==> config.mk <==
export PLATFORM = sky130hd
export DESIGN_NAME = sdcmd_engine
export DESIGN_NICKNAME = d
export VERILOG_FILES = /design/src/rtl/sdcmd_pkg.sv /design/src/rtl/sdcmd_clkdiv.sv /design/src/rtl/sdcmd_crc7.sv /design/src/rtl/sdcmd_seq.sv /design/src/rtl/sdcmd_engine.sv
export SDC_FILE = /design/constraint.sdc
export NUM_CORES = 1
export LEC_CHECK = 0
export ABC_AREA = 1
export BUFFER_PORTS_ARGS = -buffer_cell sky130_fd_sc_hd__clkbuf_2
export CAP_MARGIN = 10
export CORE_ASPECT_RATIO = 2
export CORE_MARGIN = 3
export CORE_UTILIZATION = 35
export DETAILED_ROUTE_END_ITERATION = 10
export SYNTH_ARGS = -nofsm -noshare
export SYNTH_HDL_FRONTEND = slang
export SYNTH_SLANG_ARGS = --single-unit
==> constraint.sdc <==
create_clock -name clk -period 13.4 [get_ports clk]
set_clock_uncertainty 0.2 [all_clocks]
set_input_delay 2.01 -clock clk [delete_from_list [all_inputs] [get_ports clk]]
set_output_delay 2.01 -clock clk [all_outputs]
set_load 0.05 [all_outputs]
==> src/rtl/sdcmd_pkg.sv <==
package sdcmd_pkg;
  localparam int unsigned ADDR_W = 3;
  localparam logic [ADDR_W-1:0] A_RATIO  = 3'd0;
  localparam logic [ADDR_W-1:0] A_ARG    = 3'd1;
  localparam logic [ADDR_W-1:0] A_LAUNCH = 3'd2;
  localparam logic [ADDR_W-1:0] A_WORD   = 3'd3;
  localparam logic [ADDR_W-1:0] A_FLAGS  = 3'd4;

  localparam int unsigned FLG_BUSY = 0;
  localparam int unsigned FLG_TMO  = 1;
  localparam int unsigned FLG_REJ  = 2;

  typedef enum logic [1:0] {RSP_NONE, RSP_SHORT, RSP_LONG} rsp_e;

  function automatic logic idx_ok(input logic [31:0] v);
    case (v)
      32'd0, 32'd2, 32'd3, 32'd7, 32'd12, 32'd41: idx_ok = 1'b1;
      default: idx_ok = 1'b0;
    endcase
  endfunction

  function automatic rsp_e rsp_of(input logic [5:0] idx);
    case (idx)
      6'd0:    rsp_of = RSP_NONE;
      6'd2:    rsp_of = RSP_LONG;
      default: rsp_of = RSP_SHORT;
    endcase
  endfunction
endpackage

==> src/rtl/sdcmd_clkdiv.sv <==
module sdcmd_clkdiv #(
  parameter int unsigned PW = 16
) (
  input  logic          clk,
  input  logic          rst_n,
  input  logic [PW-1:0] ratio,
  output logic          sd_clk,
  output logic          rise_evt,
  output logic          fall_evt
);
  logic [PW-1:0] cnt_q, cnt_d;
  logic          sck_q, sck_d;
  logic [PW-1:0] half;

  always_comb begin
    half     = ratio >> 1;
    rise_evt = (cnt_q >= ratio - PW'(1));
    fall_evt = (cnt_q == half - PW'(1));
    cnt_d    = rise_evt ? '0 : cnt_q + PW'(1);
    sck_d    = sck_q;
    if (rise_evt)      sck_d = 1'b1;
    else if (fall_evt) sck_d = 1'b0;
  end

  always_ff @(posedge clk or negedge rst_n) begin
    if (!rst_n) begin
      cnt_q <= '0;
      sck_q <= 1'b0;
    end else begin
      cnt_q <= cnt_d;
      sck_q <= sck_d;
    end
  end

  assign sd_clk = sck_q;
endmodule

==> src/rtl/sdcmd_crc7.sv <==
module sdcmd_crc7 #(
  parameter int unsigned DW = 40
) (
  input  logic [DW-1:0] data,
  output logic [6:0]    crc
);
  localparam logic [6:0] GEN = 7'h09;

  always_comb begin
    logic fb;
    crc = '0;
    for (int i = DW - 1; i >= 0; i--) begin
      fb  = data[i] ^ crc[6];
      crc = {crc[5:0], 1'b0} ^ (fb ? GEN : 7'h00);
    end
  end
endmodule

==> src/rtl/sdcmd_seq.sv <==
module sdcmd_seq
  import sdcmd_pkg::*;
#(
  parameter int unsigned ARG_W      = 32,
  parameter int unsigned FRAME_BITS = 48,
  parameter int unsigned SHORT_BITS = 48,
  parameter int unsigned LONG_BITS  = 136,
  parameter int unsigned CAP_LO     = 8,
  parameter int unsigned TO_CLKS    = 64
) (
  input  logic             clk,
  input  logic             rst_n,
  input  logic             start,
  input  logic [5:0]       idx,
  input  logic [ARG_W-1:0] arg,
  input  logic [6:0]       crc,
  input  rsp_e             rsp,
  input  logic             rise_evt,
  input  logic             fall_evt,
  input  logic             cmd_in,
  output logic             cmd_out,
  output logic             cmd_oe,
  output logic             busy,
  output logic             tmo,
  output logic [ARG_W-1:0] word
);
  localparam int unsigned CW = $clog2(LONG_BITS + 1);
  localparam int unsigned TW = $clog2(TO_CLKS);
  localparam logic [CW-1:0] C_FRAME = CW'(FRAME_BITS);
  localparam logic [CW-1:0] C_SHORT = CW'(SHORT_BITS - 1);
  localparam logic [CW-1:0] C_LONG  = CW'(LONG_BITS - 1);
  localparam logic [CW-1:0] C_CLO   = CW'(CAP_LO);
  localparam logic [CW-1:0] C_CHI   = CW'(CAP_LO + ARG_W);
  localparam logic [TW-1:0] T_LAST  = TW'(TO_CLKS - 1);

  typedef enum logic [1:0] {S_IDLE, S_SEND, S_WAIT, S_RECV} st_e;

  st_e                   st_q, st_d;
  logic [FRAME_BITS-1:0] frm_q, frm_d;
  logic [CW-1:0]         cnt_q, cnt_d;
  logic [TW-1:0]         to_q, to_d;
  rsp_e                  rsp_q, rsp_d;
  logic [ARG_W-1:0]      cap_q, cap_d, word_q, word_d;
  logic                  out_q, out_d, oe_q, oe_d, tmo_q, tmo_d;
  logic [CW-1:0]         last_bit;

  always_comb begin
    st_d   = st_q;   frm_d  = frm_q;  cnt_d = cnt_q; to_d = to_q;
    rsp_d  = rsp_q;  cap_d  = cap_q;  word_d = word_q;
    out_d  = out_q;  oe_d   = oe_q;   tmo_d = tmo_q;
    last_bit = (rsp_q == RSP_LONG) ? C_LONG : C_SHORT;
    case (st_q)
      S_IDLE: if (start) begin
        frm_d = {1'b0, 1'b1, idx, arg, crc, 1'b1};
        rsp_d = rsp;
        cnt_d = '0;
        tmo_d = 1'b0;
        st_d  = S_SEND;
      end
      S_SEND: if (fall_evt) begin
        if (cnt_q == C_FRAME) begin
          oe_d  = 1'b0;
          out_d = 1'b1;
          to_d  = '0;
          st_d  = (rsp_q == RSP_NONE) ? S_IDLE : S_WAIT;
        end else begin
          oe_d  = 1'b1;
          out_d = frm_q[FRAME_BITS-1];
          frm_d = {frm_q[FRAME_BITS-2:0], 1'b0};
          cnt_d = cnt_q + CW'(1);
        end
      end
      S_WAIT: if (rise_evt) begin
        if (!cmd_in) begin
          cnt_d = CW'(1);
          st_d  = S_RECV;
        end else if (to_q == T_LAST) begin
          tmo_d = 1'b1;
          st_d  = S_IDLE;
        end else begin
          to_d = to_q + TW'(1);
        end
      end
      S_RECV: if (rise_evt) begin
        if (cnt_q >= C_CLO && cnt_q < C_CHI) cap_d = {cap_q[ARG_W-2:0], cmd_in};
        cnt_d = cnt_q + CW'(1);
        if (cnt_q == last_bit) begin
          word_d = cap_q;
          st_d   = S_IDLE;
        end
      end
      default: st_d = S_IDLE;
    endcase
  end

  always_ff @(posedge clk or negedge rst_n) begin
    if (!rst_n) begin
      st_q <= S_IDLE; frm_q <= '0; cnt_q <= '0; to_q <= '0;
      rsp_q <= RSP_NONE; cap_q <= '0; word_q <= '0;
      out_q <= 1'b1; oe_q <= 1'b0; tmo_q <= 1'b0;
    end else begin
      st_q <= st_d; frm_q <= frm_d; cnt_q <= cnt_d; to_q <= to_d;
      rsp_q <= rsp_d; cap_q <= cap_d; word_q <= word_d;
      out_q <= out_d; oe_q <= oe_d; tmo_q <= tmo_d;
    end
  end

  assign cmd_out = out_q;
  assign cmd_oe  = oe_q;
  assign busy    = (st_q != S_IDLE);
  assign tmo     = tmo_q;
  assign word    = word_q;
endmodule

==> src/rtl/sdcmd_engine.sv <==
module sdcmd_engine
  import sdcmd_pkg::*;
#(
  parameter int unsigned RATIO_W   = 16,
  parameter int unsigned RATIO_RST = 2,
  parameter int unsigned TO_CLKS   = 64
) (
  input  logic              clk,
  input  logic              rst_n,
  input  logic              reg_wr,
  input  logic [ADDR_W-1:0] reg_addr,
  input  logic [31:0]       reg_wdata,
  output logic [31:0]       reg_rdata,
  output logic              sd_clk,
  output logic              cmd_out,
  output logic              cmd_oe,
  input  logic              cmd_in
);
  localparam logic [31:0] RATIO_MAX = 32'((64'd1 << RATIO_W) - 64'd1);

  logic               rst_meta, rst_s;
  logic [RATIO_W-1:0] period_q, period_d;
  logic [31:0]        arg_q, arg_d;
  logic               rej_q, rej_d;
  logic               launch_wr, launch_go;
  logic               busy_w, tmo_w, rise_w, fall_w;
  logic [6:0]         crc_w;
  logic [31:0]        word_w;

  always_ff @(posedge clk or negedge rst_n) begin
    if (!rst_n) begin
      rst_meta <= 1'b0;
      rst_s    <= 1'b0;
    end else begin
      rst_meta <= 1'b1;
      rst_s    <= rst_meta;
    end
  end

  always_comb begin
    launch_wr = reg_wr && (reg_addr == A_LAUNCH);
    launch_go = launch_wr && !busy_w && idx_ok(reg_wdata);
    period_d  = period_q;
    arg_d     = arg_q;
    rej_d     = rej_q;
    if (reg_wr && reg_addr == A_RATIO && reg_wdata >= 32'd2 && reg_wdata <= RATIO_MAX)
      period_d = reg_wdata[RATIO_W-1:0];
    if (reg_wr && reg_addr == A_ARG)
      arg_d = reg_wdata;
    if (launch_wr && !busy_w)
      rej_d = !idx_ok(reg_wdata);
  end

  always_ff @(posedge clk or negedge rst_s) begin
    if (!rst_s) begin
      period_q <= RATIO_W'(RATIO_RST);
      arg_q    <= '0;
      rej_q    <= 1'b0;
    end else begin
      period_q <= period_d;
      arg_q    <= arg_d;
      rej_q    <= rej_d;
    end
  end

  sdcmd_clkdiv #(.PW(RATIO_W)) u_div (
    .clk(clk), .rst_n(rst_s), .ratio(period_q),
    .sd_clk(sd_clk), .rise_evt(rise_w), .fall_evt(fall_w)
  );

  sdcmd_crc7 #(.DW(40)) u_crc (
    .data({1'b0, 1'b1, reg_wdata[5:0], arg_q}), .crc(crc_w)
  );

  sdcmd_seq #(.ARG_W(32), .TO_CLKS(TO_CLKS)) u_seq (
    .clk(clk), .rst_n(rst_s), .start(launch_go),
    .idx(reg_wdata[5:0]), .arg(arg_q), .crc(crc_w),
    .rsp(rsp_of(reg_wdata[5:0])),
    .rise_evt(rise_w), .fall_evt(fall_w), .cmd_in(cmd_in),
    .cmd_out(cmd_out), .cmd_oe(cmd_oe), .busy(busy_w),
    .tmo(tmo_w), .word(word_w)
  );

  always_comb begin
    case (reg_addr)
      A_WORD:  reg_rdata = word_w;
      A_FLAGS: reg_rdata = {29'd0, rej_q, tmo_w, busy_w};
      default: reg_rdata = '0;
    endcase
  end
endmodule

Word level (Yosys, flattened, before mapping)

Cells that the tools add are included.
W data, S select, Z words.

Input bits: 39
Logic and storage cells: 242
Register bits: 201

Reductions and logical operators: 30
Mux-type cells: 80
Eq/ne operators: 30
Add/sub/neg operators: 5
Bitwise gates (word level): 75
$lt $le $gt $ge: 5

Operators by type and width:

| operator                | count |
|---|---|
| $xor A7 B7 Y7           | 36 |
| $mux W4                 | 38 |
| $mux W48                | 3 |
| $pmux W48 S2            | 1 |
| $eq A32 B2 Y1 const B   | 2 |
| $pmux W32 S2            | 1 |
| $mux W8                 | 7 |
| $xor A1 B1 Y1           | 36 |
| $eq A32 B3 Y1 const B   | 1 |
| $eq A32 B4 Y1 const B   | 1 |
| $eq A32 B6 Y1 const B   | 1 |
| $ge A32 B2 Y1 const B   | 1 |
| $le A32 B16 Y1 const B  | 1 |
| $logic_not A32 Y1       | 1 |
| $pmux W8 S4             | 1 |
| $mux W6                 | 5 |
| $mux W2                 | 9 |
| $add A16 B1 Y16 const B | 1 |
| $eq A16 B16 Y1          | 1 |
| $ge A16 B16 Y1          | 1 |
| $mux W16                | 1 |
| $ne A2 B2 Y1 const B    | 8 |
| $sub A15 B1 Y16 const B | 1 |
| $sub A16 B1 Y16 const B | 1 |
| other kinds (36)        | 66 |

Logic depth before layout (Yosys ltp)

Gate-level depths: netlist of the first run.

Depth after elaboration: 113
Depth in mapped cells: 27
Depth with buffers taken out: 27

Hierarchy

A second synthesis of the first run with hierarchy kept.

Cell total of the unflattened synthesis: 1,707
Area, all modules: 12,281.8 um^2

By module, submodules not included:

| module       | cells an instance | instances | area an instance (um^2) |
|---|---|---|---|
| sdcmd_seq    | 759               | 1         | 6,167.2 |
| sdcmd_engine | 299               | 1         | 2,497.4 |
| sdcmd_clkdiv | 338               | 1         | 2,180.8 |
| sdcmd_crc7   | 311               | 1         | 1,436.4 |

Least setup slack after synthesis of the first run

No wires, ideal clock.

Path type: input-to-output
Start: input port reg_addr[2]
End: output port reg_rdata[1]
Data required time: 11,190 ps
Path slack: 7,897 ps
Cell stages on the path: 3
Arrival time: 3,293 ps
Cell sequence: inv_1 > nand3_1 > o21ai_0

Longest elaborated chain between the ends: 2
Elaborated cells on any way between the ends: 3
Classes of those cells: eq/ne: 2; mux: 1

Ends and longest elaborated chain:

| what                                         | line               | text |
|---|---|---|
| start, declared                              | sdcmd_engine.sv:11 | `input logic [ADDR_W-1:0] reg_addr,` |
| $eq A3 B3 Y1 or $eq A3 B2 Y1 (tied branches) | sdcmd_engine.sv:85 | `case (reg_addr)` |
| $pmux W32 S2 (*)                             | sdcmd_engine.sv:85 |  |
| end, declared                                | sdcmd_engine.sv:13 | `output logic [31:0] reg_rdata,` |

Mark *: on every way between the ends. The rest lies on a longest branch, timed or not.

Final worst setup path of the first run

Ends and elaborated chain as after synthesis.

==> results of run 1 <==
## cell families (layout without fill, tap and decap cells)
| family | Yosys count | count (layout) | share of synthesized area |
|---|---|---|---|
| AOI/OAI and AO/OA | 272 | 272 | 0.127 |
| xor gates and xnor gates | 49 | 49 | 0.0384 |
| adders and majority gates | 23 | 23 | 0.0257 |
| buffers and inverters | 253 | 321 | 0.0883 |
| DFF | 201 | 201 | 0.450 |
| other | 1 | 2 | 0.000335 |
| and+or+nand+nor | 716 | 716 | 0.270 |
## power by group
part / switching (mW) / total [mW] / internal (mW) / leakage (nW)
registers: 0.0431 / 0.683 / 0.640 / 2.57
clock network: 0.247 / 0.636 / 0.389 / 0.363
logic: 0.341 / 0.516 / 0.175 / 3.56
## layout make-up
class	instances	area, µm²	area share
multi-input combinational	1061	5170	0.408
antenna	1	2.50	0.000197
timing repair buffer	82	433	0.0341
sequential	201	5040	0.397
clock buffer	26	594	0.0469
inverter	204	766	0.0604
clock inverter	9	150	0.0118
tap	423	529	0.0417
## flip-flops by register name, indices dropped and copies added (netlist names), 6 cells and up
name and flops:
u_div.cnt_q 16, u_seq.word 32, arg_q 32, period_q 16, u_seq.cnt_q 8, u_seq.cap_q 32
u_seq.to_q 6, u_seq.frm_q 48
## final timing paths
kind                        startpoint  slack, ns  depth (start not counted)              end
min                              rst_s       0.13                          0  u_seq.frm_q[31]
max in group asynchronous        rst_s      11.44                          1  u_div.cnt_q[14]
min reg2reg                      rst_s       0.13                          0  u_seq.frm_q[31]
min in group clk              rst_meta       0.15                          0            rst_s
max                        reg_addr[2]       8.22                          6     reg_rdata[1]
max reg2reg                period_q[1]       8.96                         19   u_seq.word[16]
## cells in the mapped netlist (all sizes together), types with 3 or more instances
library cell / n / area share
a31oi: 3 / 0.0017
a21oi: 49 / 0.022
nand4: 12 / 0.0067
xnor2: 17 / 0.013
nand2: 454 / 0.16
buf: 14 / 0.0079
clkbuf: 35 / 0.012
o21ai: 202 / 0.090
nand3: 94 / 0.043
inv: 203 / 0.068
xor2: 32 / 0.025
o22ai: 3 / 0.0017
nor2: 122 / 0.044
dfrtp: 199 / 0.45
nor3: 16 / 0.0092
o211ai: 4 / 0.0027
ha: 23 / 0.026
nor4: 11 / 0.0067
## layer usage
metal / wire [µm] / global-route usage / vias to the layer above
li1: - / - / 4923
met1: 10900 / 0.172 / 4550
met2: 15400 / 0.329 / 189
met3: 1130 / 0.0239 / 60
met4: 1140 / 0.0725 / 0
met5: 0 / 0 / -
==> summary.md, run 1 <==
| Metric | Value |
|---|---|
| Core area | 0.0315 mm² |
| First-pass DRT Iterations | 5 |
| Die width | 132 µm |
| Clk_lat worst skew | 0.51 ns |
| Die height | 259 µm |
| Post-synthesis instance area | 0.0112 mm² |
| Finished layout cell area | 0.0127 mm² |
| Critical path startpoint category | input port |
| Most frequent cells in the layout | nand2_1, inv_1, dfrtp_1, o21ai_0, nor2_1 |
| Initial Util | 0.354 |
| Syn Inst Count | 1515 |
| Worst slack, placed | 8.19 ns |
| # port buffers | 73 |
| # Max-Cap Violations | 0 |
| Overall Power | 1.84 mW |
| CTS resizes | 0 |
| First-pass GRT wire length | 47300 µm |
| Total grt overflow | 0 |
| Critical path peak fanout | 32 |
| Clock tree buffer depth | 3 |
| Initial antenna violation count | 1 |
| Async SR Flop Fraction | 1.00 |
| Setup TNS | 0 ns |
| Slowest-stage cell, CP | clkbuf_2 |
| Commonest non-fill, non-tap cell in the layout | nand2_1 |
| Worst Setup End Kind | output pin |
| Top_reg_cell synth | dfrtp_1 |
| Register area share after synthesis | 0.450 |
| CP delay by family, top | buffers and inverters |
| Number of synthesized flops with an enable pin | 0 |
| Status | finished, final reports clean |
| Hold_ws | 0.126 ns |
| Vias per cell | roughly 4.8 |
| Pwr/cell area | 145 mW/mm² |
| Maximum vdd drop | 0.134 mV |
| Final setup viols | 0 |
| Core Rows | 92 |
| CTS H-Tree Depth | 1 |
| Layout cell share with drive strength beyond 1 | 0.0973 |
| Hold buffer count at CTS | 0 |
| Fin crit share | 0.386 |
| Post-Route WL | 28500 µm |
| Ports | 74 |
| Slew @ Worst Pin | 1.01 ns |
| Area Overhead vs Synth | 13.4% |
| Worst path max stage delay | 0.30 ns |
| Register clock-pin slew on the reported worst setup and hold paths | 0.07 ns |
| Placed cell area | 0.0119 mm² |
| CP dominant cell by count | clkbuf_2 |
| Die area | 0.0342 mm² |
| Routed Antenna Nets | 0 |
| RSZ-0062 raised after global routing | false |
| Total CTS buffers | 20 |
| Clock sink count | 201 |
| Hpwl dp | 21300 µm |
| WP data arrival | 2.97 ns |
| CP required | 11.19 ns |
| Post-placement cell count | just under 2000 |
| DR vias | approximately 9700 |
| Static Leak | 6.49 nW |
| Filler cells | roughly 3300 |
| Vias in the first global route | 9745 |
| Post-layout util | 0.402 |
| Root buf cell | clkbuf_16 |
| Largest net degree at the start of global routing | 84 |
| Finished Layout Cells | 2007 |
| Cell variety after synth | 47 |
| Ordered list of cells on the worst path | clkbuf_2, inv_1, nand3_1, buf_4, o21ai_0, clkbuf_2 |
| CP bufs+invs | 4 |
| GPL Wtd Cong | 0.855 |
| Routed len/inst | roughly 14 µm |
| Net Count, Synth | 1577 |
| Syn Area/Cell | 7.38 µm² |
| Synthesis-stage register bit count | approximately 200 |
| Post-CTS Repair Setup Buffers | 0 |
| Worst Hold Class | reg -> async |
| Crit Path Class | in -> out |
| GR Util All Layers | 0.167 |
| 1st-iter DRT viols | between 400 and 500 |
| CTS tree | done |
| Max-slew violations | 0 |
| Yosys warnings | 0 |
| Nets | 1632 |
| PnR worst setup slack | 8.22 ns |
| FMAX | 193 MHz |
| Max-slew headroom | 0.329 |
| Fin crit period | 5.18 ns |
| Final hold vios | 0 |
| Residual DRC count | 0 |
No activity file was read; power rests on OpenSTA's default activity.
==> inputs of run 2 (changes only) <==
Clock period 13.4 ns to 5 ns, I/O delays scaled along.
==> run 2 against run 1 <==
  * Combinational power rose to 2.7 times the previous value
  * First-iteration DRC count is 3.8% lower
  * Setup slack got worse by 7.3 ns
  * Non-clock buffer count rose by 2
  * Global-route usage increased by 0.25 points
  * Sequential cell count stayed put
  * Clock power grew 130%
  * Design area shrank 0.99%
  * Critical path depth increased by 15
  * Worst hold slack better by 0.025 ns
  * Largest cell class unchanged
  * Sequential power grew to 2.7 times the previous value
  * Critical path type is now reg -> reg
==> summary.md, run 2 (synthesis gave the netlist of run 1 again) <==
| Metric | Value |
|---|---|
| Status | finished, final reports clean (unchanged) |
| Ports | 74 (unchanged) |
| Pwr/cell area | 373 mW/mm² (was 145 mW/mm²) |
| # port buffers | 73 (unchanged) |
| Area Overhead vs Synth | 12.3% (was 13.4%) |
| GPL Wtd Cong | 0.879 (was 0.855) |
| Fin crit period | 4.10 ns |
| Die height | 259 µm (unchanged) |
| Initial Util | 0.354 (unchanged) |
| Hpwl dp | 21800 µm (was 21300 µm) |
| Largest net degree at the start of global routing | 83 (was 84) |
| Root buf cell | clkbuf_16 (unchanged) |
| Post-placement cell count | 1972 (was 1971) |
| Critical path startpoint category | flip-flop (was input port) |
| Post-Route WL | 29100 µm (was 28500 µm) |
| Post-CTS Repair Setup Buffers | 0 (unchanged) |
| Nets | 1633 (was 1632) |
| Total CTS buffers | 19 (was 20) |
| 1st-iter DRT viols | 456 (was 474) |
| Setup TNS | 0 ns (unchanged) |
| N_diodes | 0 (was 1) |
| Routed len/inst | 14.5 µm (was 14.2 µm) |
| Clk_lat worst skew | 0.51 ns (about the same) |
| Static Leak | 6.42 nW (was 6.49 nW) |
| Register clock-pin slew on the reported worst setup and hold paths | 0.07 ns (about the same) |
| CTS H-Tree Depth | 1 (unchanged) |
| First-pass GRT wire length | 47800 µm (was 47300 µm) |
| CP required | 5.21 ns (was 11.19 ns) |
| Worst Hold Class | reg -> reg (was reg -> async) |
| Max reg flops | 48 (unchanged) |
| Maximum vdd drop | 0.290 mV (was 0.134 mV) |
| Residual DRC count | 0 (unchanged) |
| PnR worst setup slack | 0.905 ns (was 8.22 ns) |
| Largest reg by FF count | u_seq.frm_q (unchanged) |
| Vias in the first global route | 9664 (was 9745) |
| Routed Antenna Nets | 0 (unchanged) |
| WP data arrival | 4.31 ns (was 2.97 ns) |
| Die width | 132 µm (unchanged) |
| Slew @ Worst Pin | 1.03 ns (was 1.01 ns) |
| First-pass DRT Iterations | 5 (unchanged) |
| R2R Setup Slk | 0.90 ns (was 8.96 ns) |
| Max-slew headroom | 0.314 (was 0.329) |
| Most frequent cells in the layout | nand2_1, inv_1, dfrtp_1, o21ai_0, nor2_1 (unchanged) |
| Clock sink count | 201 (unchanged) |
| Worst Setup End Kind | flip-flop (was output pin) |
| Max-slew violations | 0 (unchanged) |
| FMAX | 244 MHz |
| Filler cells | 3329 (unchanged) |
| GR Util All Layers | 0.170 (was 0.167) |
| Core Rows | 92 (unchanged) |
| Critical path peak fanout | 12 (was 32) |
| Crit Path Class | reg -> reg (was in -> out) |
| Final hold vios | 0 (unchanged) |
| Overall Power | 4.68 mW (was 1.84 mW) |
| Fin crit share | 0.819 |
| Clock tree buffer depth | 3 (unchanged) |
| RSZ-0062 raised after global routing | false (unchanged) |
| Layout cell share with drive strength beyond 1 | 0.0948 (was 0.0973) |
| DR vias | 9639 (was 9722) |
| Core area | 0.0315 mm² (unchanged) |
| Initial antenna violation count | 0 (was 1) |
| Commonest non-fill, non-tap cell in the layout | nand2_1 (unchanged) |
| Total grt overflow | 0 (unchanged) |
| CTS tree | done (unchanged) |
| Vias per cell | 4.81 (was 4.84) |
| Finished Layout Cells | 2006 (was 2007) |
| Final setup viols | 0 (unchanged) |
| Die area | 0.0342 mm² (unchanged) |
| # Max-Cap Violations | 0 (unchanged) |
| Worst slack, placed | 0.843 ns (was 8.19 ns) |
| Post-layout util | 0.398 (was 0.402) |
-- run 2: cell types whose count changed in the layout (fill, tap and decap cells not counted), sizes merged --
cell         delta
bufinv          -3
clkbuf          -2
clkinv          +2
buf             +1
clkinvlp        +1
diode           -1
dlygate4sd3     +1
-- run 2: final timing paths --
path / from / to / depth (start not counted)
worst max-delay path: period_q[1] / u_seq.to_q[5] / 21
min in group asynchronous: rst_s / arg_q[24] / 0
worst max register to register: period_q[1] / u_seq.to_q[5] / 21
max in group asynchronous: rst_s / u_seq.cnt_q[0] / 1
worst min register to register: rst_meta / rst_s / 0
worst min-delay path: rst_meta / rst_s / 0
-- run 2: what timing repair did --
action                    CTS  global route
resized for setup           0             0
hold buffers                1             0
hold endpoints to repair    2             0
-- run 2: per-stage QoR --
| step | cell area [µm²] | hold WS [ns] |
|---|---|---|
| 6_report | 12600 | 0.152 |
| 5_1_grt | 12600 | 0.155 |
| 4_1_cts | 12600 | 0.151 |
| 3_5_place_dp | 12000 | 0.142 |
| 3_3_place_gp | 12000 | 0.137 |
| 2_1_floorplan | 11200 | 0.131 |
-- run 2: final cells by class --
type	instances	area [µm²]	area share
Multi-Input combinational cell	1061	5170	0.412
Sequential cell	201	5040	0.401
Inverter	204	766	0.0610
Tap cell	423	529	0.0422
Clock buffer	24	514	0.0410
Timing Repair Buffer	84	463	0.0369
Clock inverter	9	77.6	0.00618
-- run 2: critical path, cell delays in order (launching register included) --
cell,delay [ns]
dfstp_2,0.54
inv_1,0.09
ha_1,0.21
nand2_1,0.12
inv_1,0.10
nor2_1,0.19
nand2_1,0.09
xnor2_1,0.15
inv_1,0.06
ha_1,0.29
nand2_1,0.07
inv_1,0.05
nand3_1,0.08
nor3_1,0.19
nand3_1,0.10
nand3_1,0.41
inv_1,0.28
nand2_1,0.16
nand3_2,0.14
nor2_1,0.20
a21oi_1,0.09
nor3_1,0.19
-- run 2: routing by layer --
| metal | GRT usage | routed length [µm] | vias up |
|---|---|---|---|
| met2 | 0.325 | 15600 | 156 |
| met3 | 0.0243 | 996 | 77 |
| li1 | - | - | 4933 |
| met5 | 0 | 0 | - |
| met4 | 0.0844 | 1480 | 0 |
| met1 | 0.178 | 11000 | 4473 |
-- run 2: where the power goes --
group | leakage [nW] | switching, mW | internal, mW
clock network | 0.286 | 0.653 | 0.784
logic | 3.57 | 0.934 | 0.470
registers | 2.57 | 0.124 | 1.72
==> inputs of run 3 (changes only) <==
Clock period 5 ns to 4.3 ns, I/O delays scaled along.
==> run 3 against run 2 <==
  * Sequential cell count stayed put
  * Critical path depth stayed put
  * Routed wire length hardly changed
  * Total power is 23% higher
  * Highest routed layer unchanged
==> summary.md, run 3 (synthesis gave the netlist of run 1 again) <==
| Metric | Value |
|---|---|
| Die height | 259 µm (unchanged) |
| Clock tree buffer depth | 3 (unchanged) |
| WP data arrival | 4.07 ns (was 4.31 ns) |
| 1st-iter DRT viols | 497 (was 456) |
| Largest net degree at the start of global routing | 95 (was 83) |
| Final setup viols | 0 (unchanged) |
| Post-Route WL | 29100 µm (about the same) |
| Critical path startpoint category | flip-flop (unchanged) |
| PnR worst setup slack | 0.461 ns (was 0.905 ns) |
| Hpwl dp | 22000 µm (was 21800 µm) |
| Die width | 132 µm (unchanged) |
| Register clock-pin slew on the reported worst setup and hold paths | 0.07 ns (about the same) |
| Area Overhead vs Synth | 14.3% (was 12.3%) |
| Fin crit period | 3.84 ns (was 4.10 ns) |
| CP dominant cell by count | inv_1 (unchanged) |
| Hold_ws | 0.153 ns (was 0.152 ns) |
| Most frequent cells in the layout | nand2_1, inv_1, dfrtp_1, o21ai_0, nor2_1 (unchanged) |
| Slowest-stage cell, CP | dfstp_2 (unchanged) |
| First-pass DRT Iterations | 5 (unchanged) |
| Die area | 0.0342 mm² (unchanged) |
| CTS resizes | 0 (unchanged) |
| CP required | 4.53 ns (was 5.21 ns) |
| Fin crit share | 0.893 (was 0.819) |
| Critical path peak fanout | 9 (was 12) |
| Finished Layout Cells | 2011 (was 2006) |
| Slew @ Worst Pin | 0.928 ns (was 1.03 ns) |
| CP delay by family, top | simple AND/OR/NAND/NOR gates (unchanged) |
| Worst Hold Class | reg -> reg (unchanged) |
| Worst slack, placed | 0.436 ns (was 0.843 ns) |
| Max-slew violations | 0 (unchanged) |
| Core Rows | 92 (unchanged) |
| N_diodes | 0 (unchanged) |
| Nets | 1637 (was 1633) |
| Initial antenna violation count | 0 (unchanged) |
| Finished layout cell area | 0.0128 mm² (was 0.0126 mm²) |
| Largest reg by FF count | u_seq.frm_q (unchanged) |
| Ports | 74 (unchanged) |
| # port buffers | 73 (unchanged) |
| Setup TNS | 0 ns (unchanged) |
| Root buf cell | clkbuf_16 (unchanged) |
| Post-placement cell count | 1975 (was 1972) |
| Worst Setup End Kind | flip-flop (unchanged) |
| CTS tree | done (unchanged) |
| GR Util All Layers | 0.170 (about the same) |
| Maximum vdd drop | 0.340 mV (was 0.290 mV) |
| Routed len/inst | 14.5 µm (about the same) |
| FMAX | 260 MHz (was 244 MHz) |
| Final hold vios | 0 (unchanged) |
| Routed Antenna Nets | 0 (unchanged) |
| Post-layout util | 0.405 (was 0.398) |
| Sequential Power Share | 0.371 (was 0.393) |
| Internal power | 3.76 mW (was 2.97 mW) |
| Filler cells | 3389 (was 3329) |
| Combinational share of power | 0.284 (was 0.300) |
| Core area | 0.0315 mm² (unchanged) |
| Clock share of power | 0.345 (was 0.307) |
| Post-CTS Repair Setup Buffers | 0 (unchanged) |
| Max reg flops | 48 (unchanged) |
| DR vias | 9673 (was 9639) |
| Vias in the first global route | 9801 (was 9664) |
| GPL Wtd Cong | 0.883 (was 0.879) |
| Layout cell share with drive strength beyond 1 | 0.0976 (was 0.0948) |
| Commonest non-fill, non-tap cell in the layout | nand2_1 (unchanged) |
| Pwr/cell area | 450 mW/mm² (was 373 mW/mm²) |
| Crit Path Class | reg -> reg (unchanged) |
| Placed cell area | 0.0120 mm² (about the same) |
| First-pass GRT wire length | 48000 µm (was 47800 µm) |
| Ordered list of cells on the worst path | inv_1, ha_1, nand2_1, inv_1, nor2_1, nand2_1, xnor2_1, inv_1, ha_1, nand2_1, inv_1, nand3_1, nor3_1, nand3_1, nand3_1, inv_1, nand2_1, nand3_2, nor2_1, a21oi_1, nor3_1 (unchanged) |
| Psw | 1.99 mW (was 1.71 mW) |
| Overall Power | 5.75 mW (was 4.68 mW) |
| Clk_lat worst skew | 0.51 ns (about the same) |
| CP bufs+invs | 5 (unchanged) |
| Static Leak | 6.54 nW (was 6.42 nW) |
| Worst path max stage delay | 0.55 ns (was 0.54 ns) |
| Clock sink count | 201 (unchanged) |
| Initial Util | 0.354 (unchanged) |
| Sw Share | 0.346 (was 0.366) |
| CTS H-Tree Depth | 1 (unchanged) |
| Residual DRC count | 0 (unchanged) |
| # Max-Cap Violations | 0 (unchanged) |
| Status | finished, final reports clean (unchanged) |
| Total grt overflow | 0 (unchanged) |
| Max-slew headroom | 0.379 (was 0.314) |
| Total CTS buffers | 20 (was 19) |
| Vias per cell | 4.81 (about the same) |
| RSZ-0062 raised after global routing | false (unchanged) |
run 3: final cells by class:
cell class,instances,area [µm²],share of cell area
repair buffers,87,536,0.0419
inverters,204,766,0.0599
clock inverters,6,133,0.0104
clock buffers,29,606,0.0474
well taps,423,529,0.0414
multi-input cells,1061,5170,0.405
flip-flops and latches,201,5040,0.394
run 3: what timing repair did:
| item | CTS | global route |
|---|---|---|
| endpoints found under the setup margin | 0 | 0 |
| hold buffers | 1 | 0 |
| hold endpoints to repair | 2 | 0 |
run 3: power by group through the flow:
stage / sequential (mW) / combinational (mW) / clock (mW)
floorplan: 2.14 / 1.25 / 0
global placement: 2.17 / 1.60 / 0
detailed placement: 2.17 / 1.63 / 0
CTS: 2.14 / 1.64 / 2.04
global route: 2.15 / 1.90 / 2.10
finish: 2.13 / 1.63 / 1.98
run 3: final timing paths:
check | endpoint | cells past startpoint | slack, ns | start
worst max-delay path | u_seq.to_q[5] | 21 | 0.46 | period_q[1]
worst min-delay path | rst_s | 0 | 0.15 | rst_meta
worst max register to register | u_seq.to_q[5] | 21 | 0.46 | period_q[1]
worst min register to register | rst_s | 0 | 0.15 | rst_meta
max in group asynchronous | u_div.cnt_q[12] | 1 | 2.63 | rst_s
min in group asynchronous | arg_q[24] | 0 | 0.22 | rst_s
run 3: per-layer routing:
metal | up-vias | wire length (µm) | track usage
li1 | 4938 | - | -
met4 | 0 | 1390 | 0.0827
met2 | 169 | 15700 | 0.329
met3 | 69 | 1040 | 0.0247
met1 | 4497 | 10900 | 0.177
met5 | - | 0 | 0
